### config.mk
export PLATFORM = sky130hd
export DESIGN_NAME = spi_panel_tx
export DESIGN_NICKNAME = d
export VERILOG_FILES = /design/src/rtl/spi_panel_pkg.sv /design/src/rtl/spi_rst_sync.sv /design/src/rtl/spi_word_loader.sv /design/src/rtl/spi_seq.sv /design/src/rtl/spi_lane_drive.sv /design/src/rtl/spi_panel_tx.sv
export SDC_FILE = /design/constraint.sdc
export NUM_CORES = 1
export LEC_CHECK = 0
export BUFFER_PORTS_ARGS = -buffer_cell sky130_fd_sc_hd__buf_2
export CAP_MARGIN = 10
export CORE_MARGIN = 10
export CORE_UTILIZATION = 25
export CTS_BUF_LIST = sky130_fd_sc_hd__clkbuf_8 sky130_fd_sc_hd__clkbuf_16
export CTS_CLUSTER_SIZE = 24
export DETAILED_ROUTE_END_ITERATION = 10
export GPL_ROUTABILITY_DRIVEN = 0
export PLACE_DENSITY = 0.4
export SYNTH_ARGS = -nofsm -noshare
export SYNTH_HDL_FRONTEND = slang
export SYNTH_SLANG_ARGS = --single-unit
export TNS_END_PERCENT = 10
### constraint.sdc
create_clock -name clk -period 6.5 [get_ports clk]
set_input_delay 0.65 -clock clk [delete_from_list [all_inputs] [get_ports clk]]
set_output_delay 0.65 -clock clk [all_outputs]
set_load 0.01 [all_outputs]
### src/rtl/spi_panel_pkg.sv
package spi_panel_pkg;

  typedef enum logic [1:0] {
    LINK_3W   = 2'd0,
    LINK_4W   = 2'd1,
    LINK_DUAL = 2'd2,
    LINK_QUAD = 2'd3
  } link_mode_e;

  typedef enum logic [1:0] {
    ST_IDLE  = 2'd0,
    ST_LEAD  = 2'd1,
    ST_SHIFT = 2'd2,
    ST_TRAIL = 2'd3
  } seq_state_e;

  // pixel width on the wire for each format code
  function automatic logic [5:0] px_width(input logic [2:0] fmt);
    logic [5:0] w;
    case (fmt)
      3'd0:    w = 6'd3;
      3'd1:    w = 6'd8;
      3'd2:    w = 6'd12;
      3'd3:    w = 6'd16;
      3'd4:    w = 6'd18;
      default: w = 6'd24;
    endcase
    return w;
  endfunction

endpackage

### src/rtl/spi_rst_sync.sv
module spi_rst_sync (
  input  logic clk,
  input  logic rst_n,
  output logic rst_n_sync
);
  logic [1:0] sync_q;

  always_ff @(posedge clk or negedge rst_n) begin
    if (!rst_n) sync_q <= 2'b00;
    else        sync_q <= {sync_q[0], 1'b1};
  end

  assign rst_n_sync = sync_q[1];
endmodule

### src/rtl/spi_word_loader.sv
module spi_word_loader
  import spi_panel_pkg::*;
#(
  parameter int WORD_W = 32,
  parameter int BEAT_W = 6,
  parameter int LANE_W = 3
) (
  input  logic [1:0]        mode,
  input  logic [2:0]        fmt,
  input  logic              is_cmd,
  input  logic [WORD_W-1:0] data,
  output logic [WORD_W-1:0] sh,
  output logic [BEAT_W-1:0] beats,
  output logic [LANE_W-1:0] lanes
);
  logic [5:0]        w;
  logic [WORD_W-1:0] pix_al;

  always_comb begin
    w      = px_width(fmt);
    // left-align the pixel so its MSB leaves first
    pix_al = data << (WORD_W - int'(w));
    sh     = '0;
    beats  = '0;
    lanes  = LANE_W'(1);
    if (is_cmd) begin
      case (link_mode_e'(mode))
        LINK_4W: begin
          sh    = {data[7:0], {(WORD_W-8){1'b0}}};
          beats = BEAT_W'(8);
        end
        LINK_QUAD: begin
          // header and command fill the whole word
          sh    = data;
          beats = BEAT_W'(WORD_W);
        end
        default: begin
          sh    = {1'b0, data[7:0], {(WORD_W-9){1'b0}}};
          beats = BEAT_W'(9);
        end
      endcase
    end else begin
      case (link_mode_e'(mode))
        LINK_3W: begin
          sh    = {1'b1, pix_al[WORD_W-1:1]};
          beats = BEAT_W'(w) + BEAT_W'(1);
        end
        LINK_4W: begin
          sh    = pix_al;
          beats = BEAT_W'(w);
        end
        LINK_DUAL: begin
          sh    = pix_al;
          lanes = LANE_W'(2);
          beats = BEAT_W'((w + 6'd1) >> 1);
        end
        default: begin
          sh    = pix_al;
          lanes = LANE_W'(4);
          beats = BEAT_W'((w + 6'd3) >> 2);
        end
      endcase
    end
  end
endmodule

### src/rtl/spi_seq.sv
module spi_seq
  import spi_panel_pkg::*;
#(
  parameter int WORD_W = 32,
  parameter int BEAT_W = 6,
  parameter int LANE_W = 3,
  parameter int DLY_W  = 3
) (
  input  logic              clk,
  input  logic              rst_n,
  input  logic              in_valid,
  input  logic              ld_is_cmd,
  input  logic [WORD_W-1:0] ld_sh,
  input  logic [BEAT_W-1:0] ld_beats,
  input  logic [LANE_W-1:0] ld_lanes,
  input  logic [DLY_W-1:0]  lead,
  input  logic [DLY_W-1:0]  trail,
  output logic              in_ready,
  output logic              cs_n,
  output logic              shifting,
  output logic              ph,
  output logic [WORD_W-1:0] sh,
  output logic [LANE_W-1:0] lanes,
  output logic              is_cmd
);
  localparam int CNT_W = DLY_W + 1;

  seq_state_e        state_q, state_d;
  logic              ph_q, ph_d;
  logic [BEAT_W-1:0] beat_q, beat_d;
  logic [CNT_W-1:0]  dly_q, dly_d;
  logic [WORD_W-1:0] sh_q, sh_d;
  logic [LANE_W-1:0] lanes_q, lanes_d;
  logic              cmd_q, cmd_d;
  logic              take, step, last;
  logic              word_en, ctl_en;

  always_comb begin
    state_d  = state_q;
    ph_d     = ph_q;
    beat_d   = beat_q;
    dly_d    = dly_q;
    sh_d     = sh_q;
    lanes_d  = lanes_q;
    cmd_d    = cmd_q;
    in_ready = 1'b0;
    take     = 1'b0;
    step     = 1'b0;
    last     = (beat_q == BEAT_W'(1));
    case (state_q)
      ST_IDLE: begin
        in_ready = 1'b1;
        if (in_valid) begin
          take = 1'b1;
          ph_d = 1'b0;
          if (lead != '0) begin
            state_d = ST_LEAD;
            dly_d   = {lead, 1'b0} - CNT_W'(1);
          end else begin
            state_d = ST_SHIFT;
          end
        end
      end
      ST_LEAD: begin
        if (dly_q == '0) begin
          state_d = ST_SHIFT;
          ph_d    = 1'b0;
        end else begin
          dly_d = dly_q - CNT_W'(1);
        end
      end
      ST_SHIFT: begin
        ph_d = ~ph_q;
        if (ph_q) begin
          if (last) begin
            in_ready = 1'b1;
            if (in_valid) begin
              take = 1'b1;
            end else if (trail != '0) begin
              state_d = ST_TRAIL;
              dly_d   = {trail, 1'b0} - CNT_W'(1);
            end else begin
              state_d = ST_IDLE;
            end
          end else begin
            step = 1'b1;
          end
        end
      end
      default: begin
        if (dly_q == '0) state_d = ST_IDLE;
        else             dly_d   = dly_q - CNT_W'(1);
      end
    endcase
    if (step) begin
      beat_d = beat_q - BEAT_W'(1);
      sh_d   = sh_q << lanes_q;
    end
    if (take) begin
      sh_d    = ld_sh;
      beat_d  = ld_beats;
      lanes_d = ld_lanes;
      cmd_d   = ld_is_cmd;
    end
  end

  assign word_en = take | step;
  assign ctl_en  = (state_q != ST_IDLE) | in_valid;

  always_ff @(posedge clk or negedge rst_n) begin
    if (!rst_n) begin
      state_q <= ST_IDLE;
      ph_q    <= 1'b0;
      dly_q   <= '0;
    end else if (ctl_en) begin
      state_q <= state_d;
      ph_q    <= ph_d;
      dly_q   <= dly_d;
    end
  end

  always_ff @(posedge clk or negedge rst_n) begin
    if (!rst_n) begin
      beat_q  <= '0;
      sh_q    <= '0;
      lanes_q <= LANE_W'(1);
      cmd_q   <= 1'b0;
    end else if (word_en) begin
      beat_q  <= beat_d;
      sh_q    <= sh_d;
      lanes_q <= lanes_d;
      cmd_q   <= cmd_d;
    end
  end

  assign cs_n     = (state_q == ST_IDLE);
  assign shifting = (state_q == ST_SHIFT);
  assign ph       = ph_q;
  assign sh       = sh_q;
  assign lanes    = lanes_q;
  assign is_cmd   = cmd_q;
endmodule

### src/rtl/spi_lane_drive.sv
module spi_lane_drive #(
  parameter int WORD_W = 32,
  parameter int LANES  = 4,
  parameter int LANE_W = 3
) (
  input  logic              active,
  input  logic [LANE_W-1:0] lanes,
  input  logic [WORD_W-1:0] sh,
  output logic [LANES-1:0]  sd
);
  localparam int IDX_W = $clog2(WORD_W);

  for (genvar j = 0; j < LANES; j++) begin : g_lane
    logic             lane_bit;
    logic [IDX_W-1:0] idx;
    always_comb begin
      // lane j takes bit j of the top 'lanes' bits of the shifter
      idx      = IDX_W'(WORD_W - int'(lanes) + j);
      lane_bit = 1'b0;
      if (active && (j < int'(lanes))) lane_bit = sh[idx];
    end
    assign sd[j] = lane_bit;
  end
endmodule

### src/rtl/spi_panel_tx.sv
module spi_panel_tx #(
  parameter int WORD_W = 32,
  parameter int LANES  = 4,
  parameter int DLY_W  = 3
) (
  input  logic              clk,
  input  logic              rst_n,
  input  logic [1:0]        cfg_mode,
  input  logic [2:0]        cfg_fmt,
  input  logic              cfg_cpol,
  input  logic              cfg_cpha,
  input  logic [DLY_W-1:0]  cfg_lead,
  input  logic [DLY_W-1:0]  cfg_trail,
  input  logic              in_valid,
  input  logic              in_is_cmd,
  input  logic [WORD_W-1:0] in_data,
  output logic              in_ready,
  output logic              cs_n,
  output logic              sclk,
  output logic              dc,
  output logic [LANES-1:0]  sd
);
  localparam int BEAT_W = $clog2(WORD_W + 2);
  localparam int LANE_W = $clog2(LANES) + 1;

  logic              rst_n_int;
  logic [WORD_W-1:0] ld_sh, sh;
  logic [BEAT_W-1:0] ld_beats;
  logic [LANE_W-1:0] ld_lanes, lanes;
  logic              shifting, ph, is_cmd;

  spi_rst_sync u_rst (
    .clk        (clk),
    .rst_n      (rst_n),
    .rst_n_sync (rst_n_int)
  );

  spi_word_loader #(.WORD_W(WORD_W), .BEAT_W(BEAT_W), .LANE_W(LANE_W)) u_load (
    .mode   (cfg_mode),
    .fmt    (cfg_fmt),
    .is_cmd (in_is_cmd),
    .data   (in_data),
    .sh     (ld_sh),
    .beats  (ld_beats),
    .lanes  (ld_lanes)
  );

  spi_seq #(.WORD_W(WORD_W), .BEAT_W(BEAT_W), .LANE_W(LANE_W), .DLY_W(DLY_W)) u_seq (
    .clk       (clk),
    .rst_n     (rst_n_int),
    .in_valid  (in_valid),
    .ld_is_cmd (in_is_cmd),
    .ld_sh     (ld_sh),
    .ld_beats  (ld_beats),
    .ld_lanes  (ld_lanes),
    .lead      (cfg_lead),
    .trail     (cfg_trail),
    .in_ready  (in_ready),
    .cs_n      (cs_n),
    .shifting  (shifting),
    .ph        (ph),
    .sh        (sh),
    .lanes     (lanes),
    .is_cmd    (is_cmd)
  );

  spi_lane_drive #(.WORD_W(WORD_W), .LANES(LANES), .LANE_W(LANE_W)) u_lanes (
    .active (shifting),
    .lanes  (lanes),
    .sh     (sh),
    .sd     (sd)
  );

  // first half of a bit holds the idle level for phase 0, the active level for phase 1
  assign sclk = shifting ? (cfg_cpol ^ (cfg_cpha ? ~ph : ph)) : cfg_cpol;
  assign dc   = cs_n | ~is_cmd;
endmodule

# --- After elaboration in Yosys (flattened, before gate mapping) ---
# Index checks and enable logic that the tools add are counted.
totals:
  reg_bits: 51
  in_bits: 49
  wordCells: 130
classes:
  add_sub_neg: 11
  n_lt_le_gt_ge: 8
  n_eq_ne: 18
  shifts: 2
  mux: 57
  n_bitwise: 6
  n_reduce_logical: 20
ops:
  columns: ["operator", "count"]
  rows:
  - ["32-bit 2-to-1 mux", 4]
  - ["32-bit one-hot mux with 2 select lines", 1]
  - ["32-bit by 3-bit left shift with 32-bit output", 1]
  - ["32-bit by 32-bit left shift with 32-bit output", 1]
  - ["4-bit 2-to-1 mux", 7]
  - ["5-bit one-hot mux with 5 select lines", 1]
  - ["5-bit by 6-bit < comparator with 1-bit output (second input constant)", 4]
  - ["1-bit binary-select mux with 5-bit select", 4]
  - ["1-bit 2-to-1 mux", 20]
  - ["6-bit 2-to-1 mux", 3]
  - ["6-bit one-hot mux with 3 select lines", 1]
  - ["2-bit 2-to-1 mux", 8]
  - ["6-bit one-hot mux with 2 select lines", 1]
  - ["3-bit nonzero test", 4]
  - ["4-bit by 1-bit subtractor with 4-bit output (second input constant)", 3]
  - ["5-bit by 3-bit adder with 5-bit output (second input constant)", 2]
  - ["2-bit by 1-bit != test with 1-bit output (second input constant)", 5]
  - ["4-bit one-hot mux with 2 select lines", 1]
  - ["8-bit AND reduction", 1]
  - ["7-bit AND reduction", 1]
  - ["6-bit by 5-bit subtractor with 7-bit output (first input constant)", 1]
  - ["5-bit by 1-bit adder with 6-bit output (second input constant)", 1]
  - ["5-bit by 2-bit adder with 6-bit output (second input constant)", 1]
  - ["2-bit == test (second input constant)", 3]
  - ["28 further kinds", 43]

# --- Logic depth before layout (Yosys ltp) ---
# Gate-level depths: netlist of the first run.
logic_depth:
  ltp_word: 7
  mapped_depth: 16
  ltp_nobuf: 9

# --- By module ---
# From an unflattened synthesis of the first run, not the netlist that was laid out.
unflattened:
  hier_cells: 808
  hier_area_um2: 6839.1
by_module_without_submodules:
  columns: ["module", "n_inst", "cells_per_inst", "area_per_inst_um2", "seq_area_each_um2"]
  rows:
  - ["spi_seq", 1, 388, 3816.2, 1227.4]
  - ["spi_word_loader", 1, 291, 1770.4, 0.0]
  - ["spi_lane_drive", 1, 122, 1171.1, 0.0]
  - ["spi_rst_sync", 1, 3, 53.8, 50.0]
  - ["spi_panel_tx", 1, 4, 27.5, 0.0]

# --- Worst setup path after synthesis of the first run ---
# No wires, ideal clock.
synth_timing:
  path_kind: "register to output"
  start: "register u_seq.lanes_q[0] (netlist: u_seq.lanes[0])"
  end: "output sd[3]"
  t_arrival_ps: 3156
  slack_ps: 2694
  path_stages_with_launch: 15
  n_path_buf: 5
  cell_sequence: "dfstp_2 -> buf_6 -> buf_12 -> inv_1 -> clkbuf_1 -> ha_1 -> ha_1 -> ha_1 -> clkbuf_1 -> or3_1 -> a31o_2 -> a211oi_1 -> a311oi_1 -> o41ai_1 -> buf_4"
synth_via:
  elab_chain_cells: 5
  word_cells_on_any_way: 7
  classes_between: "add/sub: 2; order compare: 1; mux: 3; reduce/logical: 1"
synth_rtl:
  columns: ["item", "line_no", "text"]
  rows:
  - ["from (decl)", "spi_seq.sv:33", "logic [LANE_W-1:0] lanes_q, lanes_d;"]
  - ["from (signal assigned)", "spi_seq.sv:131", "lanes_q <= lanes_d;"]
  - ["1-bit by 3-bit subtractor with 4-bit output", "spi_lane_drive.sv:18", "idx = IDX_W'(WORD_W - int'(lanes) + j);"]
  - ["5-bit by 3-bit adder with 5-bit output", "spi_lane_drive.sv:18", null]
  - ["1-bit binary-select mux with 5-bit select", "spi_lane_drive.sv:20", "if (active && (j < int'(lanes))) lane_bit = sh[idx];"]
  - ["1-bit 2-to-1 mux (not written as such)", "spi_lane_drive.sv:20", null]
  - ["1-bit 2-to-1 mux (*)", "spi_lane_drive.sv:20", null]
  - ["to (decl)", "spi_panel_tx.sv:21", "output logic [LANES-1:0] sd"]
# Mark *: on every way between the ends. The rest lies on a longest branch, timed or not. The select of a mux whose other input is x is not followed.

# --- Final worst setup path of the first run ---
layout_timing:
  start: "register u_seq.lanes_q[2] (netlist: u_seq.lanes[2])"
  end: "output sd[3]"
# The elaborated chain is that of the path after synthesis.

==> results of run 1 <==
-- cells by family (layout without fill, tap and decap cells) --
kind of cell | Yosys count | count (layout) | synth area share, %
flip-flops | 51 | 51 | 19.60
multiplexers | 100 | 100 | 25.29
AND/OR/NAND/NOR | 239 | 239 | 16.88
XOR/XNOR | 11 | 11 | 1.478
other | 1 | 1 | 0.05755
adder cells (fa/ha/maj) | 12 | 12 | 2.304
buffers and inverters | 109 | 99 | 7.738
AO/OA/AOI/OAI | 249 | 249 | 26.65
-- Yosys cell counts (8+ instances only) --
library cell and n:
nand2_1 87, nor2_1 71, a21oi_1 55, dfrtp_1 50, mux4_2 49, clkbuf_1 44
o21ai_0 40, mux2i_1 36, buf_2 24, inv_1 21, a221oi_1 16, mux2_2 14
nor2b_1 14, o22ai_1 13, a22oi_1 12, ha_1 12, a211oi_1 11, buf_4 11
nand2b_1 11, nand3_1 11, nor3_1 11, a22o_1 10, o221ai_1 9, o211ai_1 8
-- sequential cells by signal (all words and copies together), names as in the netlist --
signal	cells
u_rst.sync_q	2
u_seq.is_cmd	1
u_seq.ph	1
u_seq.sh	32
u_seq.dly_q	4
u_seq.lanes	3
u_seq.beat_q	6
u_seq.state_q	2
-- cell type report --
class | count | area, um2 | area share, %
tap | 335 | 419.2 | 5.946
multi-input combinational | 612 | 4746 | 67.32
sequential | 51 | 1280 | 18.16
clock inverter | 3 | 18.77 | 0.2662
inverter | 22 | 82.58 | 1.171
clock buffer | 5 | 125.1 | 1.775
timing repair buffer | 69 | 377.9 | 5.360
-- worst max-delay path, cell delays in order (launching register included) --
cell and delay [ns]:
dfrtp_1 0.33, buf_4 0.41, inv_1 0.47, ha_1 0.59
ha_1 0.38, or3_1 0.34, a31o_2 0.28, a211oi_1 0.17
a311oi_1 0.06, o41ai_1 0.39, buf_2 0.22
-- per-stage QoR --
stage / total power (W) / util, % / std cells / hold WS, ns / setup WS, ns
detailed placement: 0.003143 / 26.73 / 1089 / 0.3363 / 2.285
floorplan: 0.002594 / - / 772 / 0.3312 / 2.694
global route: 0.003713 / 27.28 / 1097 / 0.1184 / 1.564
global placement: 0.003157 / 26.73 / 1089 / 0.3341 / 2.207
CTS: 0.003434 / 27.28 / 1097 / 0.1115 / 1.944
finish: 0.003429 / 27.28 / 1097 / 0.1131 / 1.880
-- where the power goes --
group	internal, W	total, W	switching, W
Sequential	0.000465	0.000769	0.000304
Clock	0.000144	0.000279	0.000135
Combinational	0.00115	0.00238	0.00123
-- routing by layer --
metal  GRT usage, %  routed length (um)  vias up
li1               -                   -     2924
met1          23.65               13220     3223
met2          21.46               11140      206
met3          1.392                1112       21
met4          3.254                 361        0
met5              0                   0        -
-- worst paths after layout --
| check | slack [ns] | end | cells after the start | startpoint |
|---|---|---|---|---|
| min in group clk | 0.35 | u_rst.sync_q[1] | 0 | u_rst.sync_q[0] |
| hold / removal | 0.11 | u_rst.sync_q[1] | 1 | rst_n |
| setup / recovery | 1.88 | sd[3] | 10 | u_seq.lanes[2] |
| max in group asynchronous | 5.62 | u_seq.lanes[1] | 1 | u_rst.sync_q[1] |
| hold reg to reg | 0.35 | u_rst.sync_q[1] | 0 | u_rst.sync_q[0] |
| setup reg to reg | 3.31 | u_seq.sh[12] | 8 | u_seq.beat_q[1] |
==> run metrics, run 1 <==
wire length per cell after detailed routing=about 24 um; vias per cell=5.810; overall die height=roughly 180 um; I/O pin total=57; largest fanout of any net on the critical path=40; number of synthesized flops with an enable pin=0; FILL cells=2840; Final period util=a little under three quarters; sum of net half-perimeters after detailed placement=around 18 mm; flip-flop cell with the highest count after synthesis=dfrtp_1; core area=approximately 26000 um2; antenna-violating nets left=0; Fmax achieved=0.2164 GHz; number of different library cells in the post-synthesis netlist=71; critical path start-end classification=register to primary output; instance count of the mapped netlist=772; transition time at the pin with the least slew margin=between 1 and 1.5 ns; number of inserted diodes=0; total routed wirelength=around 26 mm; TritonCTS Buffers=5; Gates resized, CTS repair=0; clock slew seen by the registers of the worst setup and hold paths=about 0.080 ns; count of unresolved DRC violations after routing=0; Synth warnings=0; Pins Over Slew Limit=0; sequential element share of the synthesized area=19.60%; area of the die=roughly 33000 um2; number of antenna violations at the first check in global routing=0; depth of the CTS H-tree=2; horizontal extent of the die=approximately 180 um; all-layer global routing usage=15.08%; fraction of synthesis flops using an asynchronous set or reset pin=100.0%; total of buffers placed on input and output ports=56; ratio of total power to cell area=486.5 nW/um2; maximum VDD drop=about 170 uV; remaining global-route overflow=0; Rows=just under 60; clock tree root buffer cell=clkbuf_16; aggregate negative setup slack=0 ns; TritonCTS sink count=around 50; cell types occupying the most area after synthesis=dfrtp_1 19%, mux4_2 17%, mux2i_1 5.5%, nand2_1 5.0%, a21oi_1 4.2%; startpoint types=register; max-cap check violation count=0; starting density of the core=approximately 25%; Yosys top cell area share=about 19%; required time at the worst-slack endpoint=5.85 ns; count of TritonRoute iterations in the first routing pass=5; relative max-transition margin=31.51%; via count of the first global-routing pass=a little over 6000; area of the mapped netlist=around 6500 um2; source-to-sink clock delay at the later pin of the worst-skew pair=0.30 ns; maximum number of pins on one net before global-route repair=between 60 and 70; final worst clock skew=0.008517 ns; CTS Hold Buffers Added=0; data arrival time of the worst path=3.97 ns; Mapped Avg Cell Area=roughly 8.4 um2; RSZ-0062 raised after global routing=false; synthesized netlist net count=between 800 and 900; total leakage power=2.673 nW; leading area contributor after synthesis=dfrtp_1; commonest cells after routing, fill and taps aside=87 x nand2_1, 71 x nor2_1, 56 x buf_2; post-route minimum period=4.620 ns; final net count=roughly 800; global-route wire length before repair=between 30 and 40 mm; clock tree buffer depth=2; final hold violations=0; count of state elements after synthesis=just over 50; number of post-CTS setup repair buffers=0; area after detailed placement=approximately 7000 um2; Via Count=between 6000 and 7000; Hold Path Class=input pin to async pin; P&R area growth vs syn=8.180%; sort of element at the end of the critical path=primary output; result of the run=complete, no violations; CTS tree=done; final setup vio count=0; most common library cell in the layout ignoring fill and taps=nand2_1; fraction of layout cells with a size suffix above 1=20.08%; Non-Filler Cell Area, Final=7049 um2; Iter 0 DRT Violations=645
Power figures use the tool's default switching activity.
==> run 2: changes to the inputs <==
- PLACE_DENSITY: 0.4 -> 0.41
- clock period: 6.5 -> 3.8 ns (I/O delays scaled with it)
==> run metrics, run 2 (same netlist as run 1, synthesis figures left out) <==
total leakage power=2.737 nW (+2.4%); all-layer global routing usage=15.07% (-0.016 points); aggregate negative setup slack=0 ns (unchanged); clock tree buffer depth=2 (unchanged); final core utilization=27.75% (+0.46 points); via count of the first global-routing pass=6195 (+0.67%); final hold violations=0 (unchanged); horizontal extent of the die=181.4 um (unchanged); ratio of total power to cell area=839.3 nW/um2 (+73%); result of the run=complete, no violations; RSZ-0062 raised after global routing=false; post-layout total power=0.006017 W (+75%); largest fanout of any net on the critical path=9 (-78%); required time at the worst-slack endpoint=3.42 ns (-2.43 ns); Critical Path Sink=sd[3]; transition time at the pin with the least slew margin=0.9212 ns (-0.1061 ns); worst hold slack=0.2788 ns (+0.1658 ns); count of TritonRoute iterations in the first routing pass=5 (unchanged); Fmax achieved=around 0.28 GHz; data arrival time of the worst path=3.17 ns (-0.80 ns); depth of the CTS H-tree=2 (unchanged); commonest cells after routing, fill and taps aside=87 x nand2_1, 71 x nor2_1, 56 x buf_2; Iter 0 DRT Violations=697 (+8.1%); fraction of layout cells with a size suffix above 1=21.19% (+1.1 points); Rows=59 (unchanged); count of cells along the worst register-to-register path=6 (-2); P&R area growth vs syn=10.02%; net switching power=0.002881 W (+72%); Hold Path Class=register to async pin; internal portion of total power=0.003137 W (+78%); vias per cell=5.730 (-1.4%); global-route wire length before repair=39.74 mm (-0.43%); startpoint types=register; destination of the worst register-to-register timing path=u_seq.sh[14]; number of post-CTS setup repair buffers=0 (unchanged); sum of net half-perimeters after detailed placement=18.38 mm (+2.8%); total of buffers placed on input and output ports=56 (unchanged); clock group share of total power=9.1% (+1.0 points); TritonCTS Buffers=5 (unchanged); startpoint of the most critical register-to-register path=u_seq.lanes[0]; combinational share of power=69.6% (about the same); max reg flops=32 (unchanged); launching element of the worst setup path=u_seq.lanes[0]; switching part of the total=47.88% (-0.88 points); max-cap check violation count=0 (unchanged); remaining global-route overflow=0 (unchanged); overall die height=181.4 um (unchanged); count of unresolved DRC violations after routing=0 (unchanged); clock tree root buffer cell=clkbuf_16; post-route minimum period=3.546 ns; clock slew seen by the registers of the worst setup and hold paths=0.08 ns (about the same); worst setup slack for register-to-register paths=0.99 ns (-2.32 ns); TritonCTS sink count=51 (unchanged); most common library cell in the layout ignoring fill and taps=nand2_1; Reg power frac=21.4% (-1.0 points); wire length per cell after detailed routing=23.10 um (-1.9%); critical path start-end classification=register to primary output; final worst clock skew=0.004481 ns (-0.004035 ns); final setup vio count=0 (unchanged); CTS tree=done; number of antenna violations at the first check in global routing=0 (unchanged); sort of element at the end of the critical path=primary output; relative max-transition margin=38.58% (+7.1 points); I/O pin total=57 (unchanged); number of inserted diodes=0 (unchanged); Via Count=6355 (-0.30%); maximum VDD drop=317.1 uV (+81%); starting density of the core=25.22% (unchanged); maximum number of pins on one net before global-route repair=51 (-22%); Pins Over Slew Limit=0 (unchanged); Final period util=between 90 and 100%; total routed wirelength=25.62 mm (-0.84%); final net count=834 (+1.5%); source-to-sink clock delay at the later pin of the worst-skew pair=0.30 ns (about the same); core area=25840 um2 (unchanged); area of the die=32920 um2 (unchanged); antenna-violating nets left=0 (unchanged)
==> run 2: power by group through the flow <==
stage	logic, W	registers [W]	clock network (W)
3_5_place_dp	0.00418	0.00128	0
4_1_cts	0.00420	0.00127	0.000566
3_3_place_gp	0.00420	0.00129	0
5_1_grt	0.00462	0.00133	0.000586
6_report	0.00419	0.00129	0.000545
2_1_floorplan	0.00338	0.00106	0
==> run 2: worst max-delay path: stages, from the launching register on <==
cell      delay, ns
dfstp_2        0.54
inv_1          0.05
ha_1           0.26
ha_1           0.34
ha_1           0.32
or3_1          0.34
a31o_2         0.28
a211oi_1       0.17
a311oi_1       0.07
o41ai_1        0.29
buf_2          0.21
==> run 2: layer usage <==
metal	global-route usage [%]	routed length, um	up-vias
li1	-	-	2950
met1	23.21	12840	3170
met2	21.88	10950	211
met3	1.491	1435	24
met4	3.189	386	0
met5	0	0	-
==> run 2: area by class of cell <==
| class | instances | area (um2) |
|---|---|---|
| Clock buffer | 5 | 125.1 |
| Multi-Input combinational cell | 612 | 4746 |
| Tap cell | 335 | 419.2 |
| Inverter | 22 | 82.58 |
| Sequential cell | 51 | 1280 |
| Fill cell | 2840 | 18670 |
| Timing Repair Buffer | 81 | 470.5 |
| Clock inverter | 3 | 46.29 |
==> run 2: repair_timing <==
action	in CTS	in global routing
hold endpoints to repair	2	0
resized for setup	0	0
hold buffers	1	0
setup endpoints to repair	0	0
==> run 2: worst min path at each step <==
stage	depth (start not counted)	to	from	slack, ns
6_report	0	u_seq.beat_q[1]	u_rst.sync_q[1]	0.28
5_1_grt	0	u_seq.beat_q[1]	u_rst.sync_q[1]	0.35
4_1_cts	0	u_seq.beat_q[5]	u_rst.sync_q[1]	0.32
3_5_place_dp	1	u_rst.sync_q[0]	rst_n	0.17
3_3_place_gp	1	u_rst.sync_q[0]	rst_n	0.17
2_1_floorplan	0	u_rst.sync_q[0]	rst_n	0.08
==> run 2: stage by stage <==
step | std cells | area, um2 | setup slack [ns]
after floorplan | 772 | 6516 | 0.2641
after global placement | 1100 | 6988 | 0.6012
after detailed placement | 1100 | 6988 | 0.5659
after CTS | 1109 | 7169 | 0.2149
after global routing | 1109 | 7169 | 0.09319
final | 1109 | 7169 | 0.2538
==> run 3: changes to the inputs <==
- ABC_AREA: not set -> 1
- PLACE_DENSITY: 0.41 -> not set
==> run metrics, run 3 <==
result of the run=complete, no violations; max-cap check violation count=0 (unchanged); vias per cell=5.172 (-9.7%); cell types occupying the most area after synthesis=dfrtp_1 20%, nand2_1 18%, o21ai_0 11%, nand3_1 7.6%, inv_1 6.2%; Via Count=7210 (+13%); Final period util=90.69% (-2.6 points); commonest cells after routing, fill and taps aside=298 x nand2_1, 135 x o21ai_0, 105 x inv_1; global-route wire length before repair=36.37 mm (-8.5%); clock tree root buffer cell=clkbuf_16; final net count=1129 (+35%); core area=24460 um2 (-5.3%); final worst clock skew=0.005575 ns (+0.001094 ns); ratio of total power to cell area=891.5 nW/um2 (+6.2%); total of buffers placed on input and output ports=56 (unchanged); fraction of synthesis flops using an asynchronous set or reset pin=100.0% (unchanged); FILL cells=2778 (-2.2%); source-to-sink clock delay at the later pin of the worst-skew pair=0.30 ns (about the same); post-layout total power=0.006072 W (+0.91%); Synth top cells by count=299 x nand2_1, 135 x o21ai_0, 104 x inv_1, 95 x nand3_1, 70 x nor2_1; leading area contributor after synthesis=dfrtp_1; sequential element share of the synthesized area=20.44% (+0.84 points); count of TritonRoute iterations in the first routing pass=6 (+1); antenna-violating nets left=0 (unchanged); sum of net half-perimeters after detailed placement=17.71 mm (-3.7%); Hold Path Class=register to register; required time at the worst-slack endpoint=3.42 ns (about the same); relative max-transition margin=49.58% (+11 points); synthesized netlist net count=1114 (+34%); data arrival time of the worst path=3.07 ns (-0.10 ns); P&R area growth vs syn=8.989%; via count of the first global-routing pass=6719 (+8.5%); transition time at the pin with the least slew margin=0.7563 ns (-0.1649 ns); Pins Over Slew Limit=0 (unchanged); horizontal extent of the die=178.1 um (-1.8%); CTS tree=done; clock tree buffer depth=2 (unchanged); post-route minimum period=3.446 ns (-0.09990 ns); number of different library cells in the post-synthesis netlist=55 (-23%); clock slew seen by the registers of the worst setup and hold paths=0.07 ns (about the same); fraction of layout cells with a size suffix above 1=12.72% (-8.5 points); TritonCTS sink count=51 (unchanged); largest fanout of any net on the critical path=10 (+1); sort of element at the end of the critical path=primary output; most common library cell in the layout ignoring fill and taps=nand2_1; TritonCTS Buffers=5 (unchanged); Yosys top cell area share=20.02% (+0.82 points); total routed wirelength=22.74 mm (-11%); RSZ-0062 raised after global routing=false; Rows=57 (-3.4%); wire length per cell after detailed routing=16.31 um (-29%); max reg flops=32 (unchanged); number of post-CTS setup repair buffers=0 (unchanged); starting density of the core=25.55% (+0.33 points); maximum number of pins on one net before global-route repair=66 (+29%); Mapped Avg Cell Area=5.935 um2 (-30%); Iter 0 DRT Violations=1025 (+47%); all-layer global routing usage=14.03% (-1.0 points); area of the mapped netlist=6250 um2 (-4.1%); Synth warnings=0 (unchanged); maximum VDD drop=421.7 uV (+33%); number of synthesized flops with an enable pin=0 (unchanged); most common cell in the netlist=nand2_1; depth of the CTS H-tree=2 (unchanged); overall die height=178.1 um (-1.8%); number of antenna violations at the first check in global routing=1 (+1); remaining global-route overflow=0 (unchanged); flip-flop cell with the highest count after synthesis=dfrtp_1; critical path start-end classification=register to primary output; total leakage power=3.195 nW (+17%); count of unresolved DRC violations after routing=0 (unchanged); I/O pin total=57 (unchanged); aggregate negative setup slack=0 ns (unchanged); final setup vio count=0 (unchanged); area of the die=31720 um2 (-3.6%); Fmax achieved=0.2902 GHz (+2.9%); count of state elements after synthesis=51 (unchanged); startpoint types=register; final hold violations=0 (unchanged); instance count of the mapped netlist=1053 (+36%)
run 3: cell types whose count changed in the layout (fill, tap and decap cells not counted), moves of 14 or more:
cell,previous run,this run
mux2i_1,36,3
mux2_2,14,0
nor2b_1,14,0
nand3_1,11,95
o21ai_0,40,135
buf_4,24,9
a221oi_1,16,2
o211ai_1,8,28
inv_1,21,105
nand2_1,87,298
mux4_2,49,0
run 3: layer usage:
metal / wire, um / GRT usage [%] / vias up
li1: - / - / 3538
met1: 10340 / 19.77 / 3287
met2: 9721 / 20.98 / 334
met3: 2056 / 2.896 / 51
met4: 621 / 4.064 / 0
met5: 0 / 0 / -
run 3: logic make-up after synthesis:
group,synth area share (%)
buf+inv,12.79
xor+xnor,1.281
simple gates,37.00
flops,20.44
fa+ha+maj,2.402
other cells,0.06000
mux,0.4805
compound gates,25.55
run 3: stage by stage:
step	instances	hold slack, ns	area, um2	util [%]	setup slack (ns)
2_1_floorplan	1053	0.08441	6250	-	0.7926
3_3_place_gp	1384	0.1655	6658	27.22	0.7449
3_5_place_dp	1384	0.1674	6658	27.22	0.6772
4_1_cts	1393	0.3597	6809	27.83	0.3383
5_1_grt	1393	0.3712	6809	27.83	0.09415
6_report	1394	0.3561	6812	27.85	0.3537
run 3: area by class of cell:
class / instances / area (um2) / share of cell area (%)
well taps: 324 / 405.4 / 5.952
clock buffers: 5 / 125.1 / 1.837
inverters: 120 / 450.4 / 6.613
repair buffers: 66 / 357.8 / 5.253
flip-flops and latches: 51 / 1279 / 18.77
diodes: 1 / 2.502 / 0.03674
clock inverters: 3 / 16.27 / 0.2388
multi-input cells: 824 / 4175 / 61.30
run 3: final timing paths:
check / from / endpoint / slack, ns / cells past startpoint
max: u_seq.lanes[2] / sd[3] / 0.35 / 12
min: u_rst.sync_q[0] / u_rst.sync_q[1] / 0.36 / 0
max reg2reg: u_seq.beat_q[1] / u_seq.sh[29] / 1.21 / 12
min reg2reg: u_rst.sync_q[0] / u_rst.sync_q[1] / 0.36 / 0
max in group asynchronous: u_rst.sync_q[1] / u_seq.sh[7] / 2.97 / 1
min in group asynchronous: u_rst.sync_q[1] / u_seq.beat_q[4] / 0.38 / 1
run 3: worst max-delay path, cell delays in order, from the launching register on:
cell	delay, ns
dfrtp_1	0.54
clkinv_1	0.35
ha_1	0.51
ha_1	0.26
or2_1	0.23
nand2_1	0.12
inv_1	0.09
o21ai_2	0.09
nand3_1	0.10
nand3_1	0.09
nand3_1	0.06
nor2_1	0.16
buf_2	0.16
run 3: power by group:
group | internal, W | switching, W
clock | 0.000241 | 0.000213
combinational | 0.00151 | 0.00308
sequential | 0.000819 | 0.000217
run 3: timing repair:
| action | CTS | global route |
|---|---|---|
| hold endpoints to repair | 2 | 0 |
| hold buffers | 1 | 0 |
| endpoints found under the setup margin | 0 | 0 |
| gates resized for setup | 0 | 0 |
